===== config.mk =====
export PLATFORM = sky130hd
export DESIGN_NAME = bus_lock_arbiter
export DESIGN_NICKNAME = d
export VERILOG_FILES = /design/src/rtl/arb_lock_pkg.sv /design/src/rtl/arb_lock_track.sv /design/src/rtl/arb_pick.sv /design/src/rtl/bus_lock_arbiter.sv
export SDC_FILE = /design/constraint.sdc
export NUM_CORES = 1
export LEC_CHECK = 0
export BUFFER_PORTS_ARGS = -buffer_cell sky130_fd_sc_hd__clkbuf_2
export CORE_ASPECT_RATIO = 0.7
export CORE_MARGIN = 2
export CORE_UTILIZATION = 25
export CTS_CLUSTER_DIAMETER = 150
export DETAILED_ROUTE_END_ITERATION = 12
export GPL_TIMING_DRIVEN = 1
export PLACE_DENSITY_LB_ADDON = 0.12
export SLEW_MARGIN = 20
export SYNTH_ARGS = -nofsm -noshare
export SYNTH_HDL_FRONTEND = slang
export SYNTH_HIERARCHICAL = 1
export SYNTH_SLANG_ARGS = --single-unit

===== constraint.sdc =====
create_clock -name clk -period 7.1 [get_ports clk]
set_input_delay 1.42 -clock clk [delete_from_list [all_inputs] [get_ports clk]]
set_output_delay 1.42 -clock clk [all_outputs]
set_load 0.05 [all_outputs]

===== src/rtl/arb_lock_pkg.sv =====
package arb_lock_pkg;
  typedef enum logic {SCH_FIXED = 1'b0, SCH_ROTATE = 1'b1} sched_e;
  typedef enum logic {LK_RESOURCE = 1'b0, LK_SYSTEM = 1'b1} lock_mode_e;
endpackage


===== src/rtl/arb_lock_track.sv =====
// Tracks which master owns the atomic lock, separately from the grant.
module arb_lock_track #(
  parameter int N  = 3,
  parameter int IW = (N > 1) ? $clog2(N) : 1
) (
  input  logic          clk,
  input  logic          rst_n,
  input  logic          bus_idle,
  input  logic          lock_n,
  input  logic          gnt_vld,
  input  logic [IW-1:0] gnt_idx,
  output logic          owner_vld,
  output logic [IW-1:0] owner_idx,
  output logic          held_vld,
  output logic [IW-1:0] held_idx
);
  // held_*: lock in force for this edge, including a take-over happening now
  always_comb begin
    held_vld = !lock_n && (owner_vld || (bus_idle && gnt_vld));
    held_idx = owner_vld ? owner_idx : gnt_idx;
  end

  always_ff @(posedge clk or negedge rst_n) begin
    if (!rst_n) begin
      owner_vld <= 1'b0;
      owner_idx <= '0;
    end else if (bus_idle) begin
      if (lock_n) begin
        owner_vld <= 1'b0;
      end else if (!owner_vld && gnt_vld) begin
        owner_vld <= 1'b1;
        owner_idx <= gnt_idx;
      end
    end
  end
endmodule


===== src/rtl/arb_pick.sv =====
// Chooses a winner among eligible requesters, fixed or rotating order.
module arb_pick #(
  parameter int N  = 3,
  parameter int IW = (N > 1) ? $clog2(N) : 1
) (
  input  arb_lock_pkg::sched_e scheme,
  input  logic [N-1:0]         elig,
  input  logic [IW-1:0]        last_idx,
  output logic                 win_vld,
  output logic [IW-1:0]        win_idx
);
  logic [IW-1:0] fix_idx;
  logic [IW-1:0] rot_idx;

  // fixed: scan high to low so the lowest index is written last
  always_comb begin
    fix_idx = '0;
    for (int i = N - 1; i >= 0; i--) begin
      if (elig[i]) fix_idx = IW'(i);
    end
  end

  // rotating: scan offsets far to near so the nearest successor wins
  always_comb begin
    rot_idx = '0;
    for (int off = N; off >= 1; off--) begin
      int cand;
      cand = (int'(last_idx) + off) % N;
      if (elig[cand]) rot_idx = IW'(cand);
    end
  end

  assign win_vld = |elig;
  assign win_idx = (scheme == arb_lock_pkg::SCH_ROTATE) ? rot_idx : fix_idx;
endmodule


===== src/rtl/bus_lock_arbiter.sv =====
module bus_lock_arbiter #(
  parameter int N = 3
) (
  input  logic         clk,
  input  logic         rst_n,
  input  logic [N-1:0] req_n,
  input  logic         frame_n,
  input  logic         irdy_n,
  input  logic         lock_n,
  input  logic         rotate_sel,
  input  logic         sys_lock,
  output logic [N-1:0] gnt_n
);
  import arb_lock_pkg::*;
  localparam int IW = (N > 1) ? $clog2(N) : 1;

  sched_e        scheme;
  lock_mode_e    lk_mode;
  logic          bus_idle;
  logic [N-1:0]  req;
  logic [N-1:0]  gnt_q;
  logic [IW-1:0] last_idx;
  logic          gnt_vld;
  logic [IW-1:0] gnt_idx;
  logic          owner_vld;
  logic [IW-1:0] owner_idx;
  logic          held_vld;
  logic [IW-1:0] held_idx;
  logic [N-1:0]  elig;
  logic          win_vld;
  logic [IW-1:0] win_idx;

  assign scheme   = sched_e'(rotate_sel);
  assign lk_mode  = lock_mode_e'(sys_lock);
  assign bus_idle = frame_n & irdy_n;
  assign req      = ~req_n;
  assign gnt_vld  = |gnt_q;

  always_comb begin
    gnt_idx = '0;
    for (int i = 0; i < N; i++) begin
      if (gnt_q[i]) gnt_idx = IW'(i);
    end
  end

  // in system-lock mode only the owner stays eligible while the lock holds
  always_comb begin
    for (int i = 0; i < N; i++) begin
      if (lk_mode == LK_SYSTEM && held_vld)
        elig[i] = req[i] && (held_idx == IW'(i));
      else
        elig[i] = req[i];
    end
  end

  arb_lock_track #(.N(N), .IW(IW)) u_track (
    .clk       (clk),
    .rst_n     (rst_n),
    .bus_idle  (bus_idle),
    .lock_n    (lock_n),
    .gnt_vld   (gnt_vld),
    .gnt_idx   (gnt_idx),
    .owner_vld (owner_vld),
    .owner_idx (owner_idx),
    .held_vld  (held_vld),
    .held_idx  (held_idx)
  );

  arb_pick #(.N(N), .IW(IW)) u_pick (
    .scheme   (scheme),
    .elig     (elig),
    .last_idx (last_idx),
    .win_vld  (win_vld),
    .win_idx  (win_idx)
  );

  always_ff @(posedge clk or negedge rst_n) begin
    if (!rst_n) begin
      gnt_q    <= '0;
      last_idx <= IW'(N - 1);
    end else if (bus_idle && win_vld) begin
      for (int i = 0; i < N; i++) gnt_q[i] <= (win_idx == IW'(i));
      last_idx <= win_idx;
    end
  end

  assign gnt_n = ~gnt_q;
endmodule


==> results.sh <==
export IMPL_outcome="finished clean"
export IMPL_ys_flop_type="dfrtp_1"
export IMPL_die_area_um2=2963
export IMPL_slew_headroom_pct=68.89
export IMPL_drive_above_1_share_pct=30.38
export IMPL_grt_overflow=0
export IMPL_cts_sinks=8
export IMPL_fin_util_pct=31.28
export IMPL_drv_slew=0
export IMPL_core_area_um2=2440
export IMPL_cp_slowest_cell="a211oi_1"
export IMPL_syn_num_nets=76
export IMPL_fp_dieH_um=46.15
export IMPL_fp_dieW_um=64.21
export IMPL_cts_setup_buffers=0
export IMPL_grt_pass1_vias=472
export IMPL_grt_use_total_pct=9.537
export IMPL_p_leak_nw=0.3655
export IMPL_fin_crit_ns=3.387
export IMPL_cellPowerDensity_nw_per_um2=396.4
export IMPL_portBuffers=12
export IMPL_clock_fmax_ghz=0.2952
export IMPL_cts_tree="done"
export IMPL_hold_depth=1
export IMPL_grt_max_degree=9
export IMPL_worst_pin_slew_ns=0.4645
export IMPL_dr_pass1_iters=2
export IMPL_routabilityCongestion=0.7229
export IMPL_synthToLayoutAreaGrowth_pct=20.32
export IMPL_clockBufferDepth=2
export IMPL_cts_root_buf="clkbuf_4"
export IMPL_post_dp_hpwl_mm=1.021
export IMPL_final_common_cell="clkbuf_2"
export IMPL_final_hold_violation_count=0
export IMPL_synth_cells=63
export IMPL_placed_area_um2=737.0
export IMPL_max_cap_violations=0
export IMPL_drtAntennaViolNets=0
export IMPL_hp_start="u_track/owner_idx[0]"
export IMPL_criticalPathCategory="input pin to register"
export IMPL_ys_warn_count=6
export IMPL_cp_data_arrival_time_ns=3.53
export IMPL_antenna_found_initial=0
export IMPL_routed_wl_mm=1.271
export IMPL_cpPeakStageDelay_ns=0.44
export IMPL_critPathBufInv=1
export IMPL_ys_ff_latch=8
export IMPL_grt_pass1_wl_mm=2.118
export IMPL_hold_buffers=0
export IMPL_netlist_area_um2=634.4
export IMPL_grt_setup_unrepaired="no"
export IMPL_timing_rr_end="gnt_q[0]"
export IMPL_hold_path_class="register to register"
export IMPL_fin_setup_tns_ns=0
export IMPL_fin_crit_sh_pct=47.71
export IMPL_async_flop_share_pct=100.0
export IMPL_clk_pin_slew_ns=0.05
export IMPL_path_cells="clkbuf_2, and2_2, a21oi_1, nor2_1, a31oi_1, nor3b_1, a211oi_1, a211oi_1, nor2_1, mux2_4"
export IMPL_r2r_start="gnt_q[1]"
export IMPL_setup_viol=0
export IMPL_drtIter0Drc=4
export IMPL_worstPathMaxFanout=6
export IMPL_clock_skew_ns=0.008684
export IMPL_wl_per_cell_um=11.25
export IMPL_cts_buffers=3
export IMPL_irDropWorstVdd_v=0.00007910
export IMPL_crit_path_end_kind="register"
export IMPL_seq_area_frac_synth_pct=31.76
export IMPL_rrSetupSlack_ns=4.41
export IMPL_synth_area_per_cell_um2=10.07
export IMPL_worstRegToRegCells=9
export IMPL_layout_nets=93
export IMPL_layout_common_cells="clkbuf_2 (12), dfrtp_1 (7), inv_1 (5), nand2b_1 (5), mux2_4 (5)"
export IMPL_n_antenna_cell=0
export IMPL_required_ns=7.24
export IMPL_viasPerCell=4.372
export IMPL_ioPinCount=13
export IMPL_h_tree_depth=1
export IMPL_synth_edff_count=0
export IMPL_hold_end="u_track/owner_idx[0]"
export IMPL_vias=494
export IMPL_critPathTopFamily="compound AO/OA/AOI/OAI gates"
export IMPL_start_util_pct=26.00
export IMPL_num_rows=15
export IMPL_worstSkewPairLatency_ns=0.26
export IMPL_ys_types=30
export IMPL_fin_area_um2=763.2
export IMPL_cp_start_kind="input pin"
export IMPL_cts_resized=0
export IMPL_drc=0
-- cell families (layout without fill, tap and decap cells) --
logic type      count (synthesis)  after routing  synth area share [%]
simple gates                   24             24                 25.45
compound gates                 13             13                 13.81
mux                            10             10                 20.12
flops                           8              8                 31.76
buf+inv                         5             21                 2.959
fa+ha+maj                       3              3                 5.918
-- power breakdown --
part | internal, W | total (W) | switching, W
sequential | 0.0000669 | 0.0000812 | 0.0000143
clock | 0.0000216 | 0.0000392 | 0.0000176
combinational | 0.0000789 | 0.000182 | 0.000103
total | 0.000167 | 0.000303 | 0.000135
-- Yosys cell counts (2+ instances only) --
library cell / count / share of area, %
and3b_1: 2 / 2.8
inv_1: 5 / 3.0
nand2b_1: 5 / 4.9
nand2_1: 2 / 1.2
a211oi_1: 2 / 2.4
mux2i_1: 3 / 4.7
ha_1: 3 / 5.9
a31oi_1: 3 / 3.0
mux2_4: 5 / 12
dfrtp_1: 7 / 28
a21oi_1: 3 / 2.4
mux2_1: 2 / 3.6
nor2_1: 4 / 2.4
-- cell type report --
| cell class | count | area [µm²] |
|---|---|---|
| fillers | 271 | 1677 |
| multi-input cells | 50 | 414.1 |
| flip-flops and latches | 8 | 201.4 |
| repair buffers | 12 | 60.06 |
| well taps | 34 | 42.54 |
| clock buffers | 4 | 26.28 |
| inverters | 5 | 18.77 |
-- worst register-to-register path: cells and delay by family, from the launching register on --
kind	cells	cell delay, ns
AO/OA/AOI/OAI	3	1.01
buffers and inverters	1	0.12
flip-flops	1	0.36
multiplexers	2	0.61
AND/OR/NAND/NOR	3	0.49
-- worst max-delay path by stage --
stage                 start        to  cells past startpoint
detailed placement  frame_n  gnt_q[0]                     10
finish              frame_n  gnt_q[0]                     10
CTS                 frame_n  gnt_q[0]                     10
global placement    frame_n  gnt_q[0]                     10
global route        frame_n  gnt_q[0]                     10
floorplan           frame_n  gnt_q[0]                      9
-- registers in the layout, summed over array words and instances, names as in the netlist --
signal and cells:
gnt_q 3, u_track/owner_idx 2, last_idx 2, u_track/owner_vld 1
-- routing by layer --
metal	vias to the layer above	global-route usage [%]	wire length (µm)
met1	215	13.76	727
met5	-	0	0
met3	2	3.912	63
li1	264	-	-
met4	0	1.277	10
met2	13	13.54	469
-- per-stage QoR --
step / hold slack [ns] / power (W) / std cells / setup WS [ns]
floorplan: 0.4779 / 0.0002250 / 63 / 3.889
global placement: 0.5073 / 0.0002650 / 109 / 3.479
detailed placement: 0.4920 / 0.0002636 / 109 / 3.458
CTS: 0.5166 / 0.0003043 / 113 / 3.720
global route: 0.5456 / 0.0003287 / 113 / 3.470
finish: 0.5113 / 0.0003025 / 113 / 3.713
Note: power is estimated with default switching activity, not from simulation.
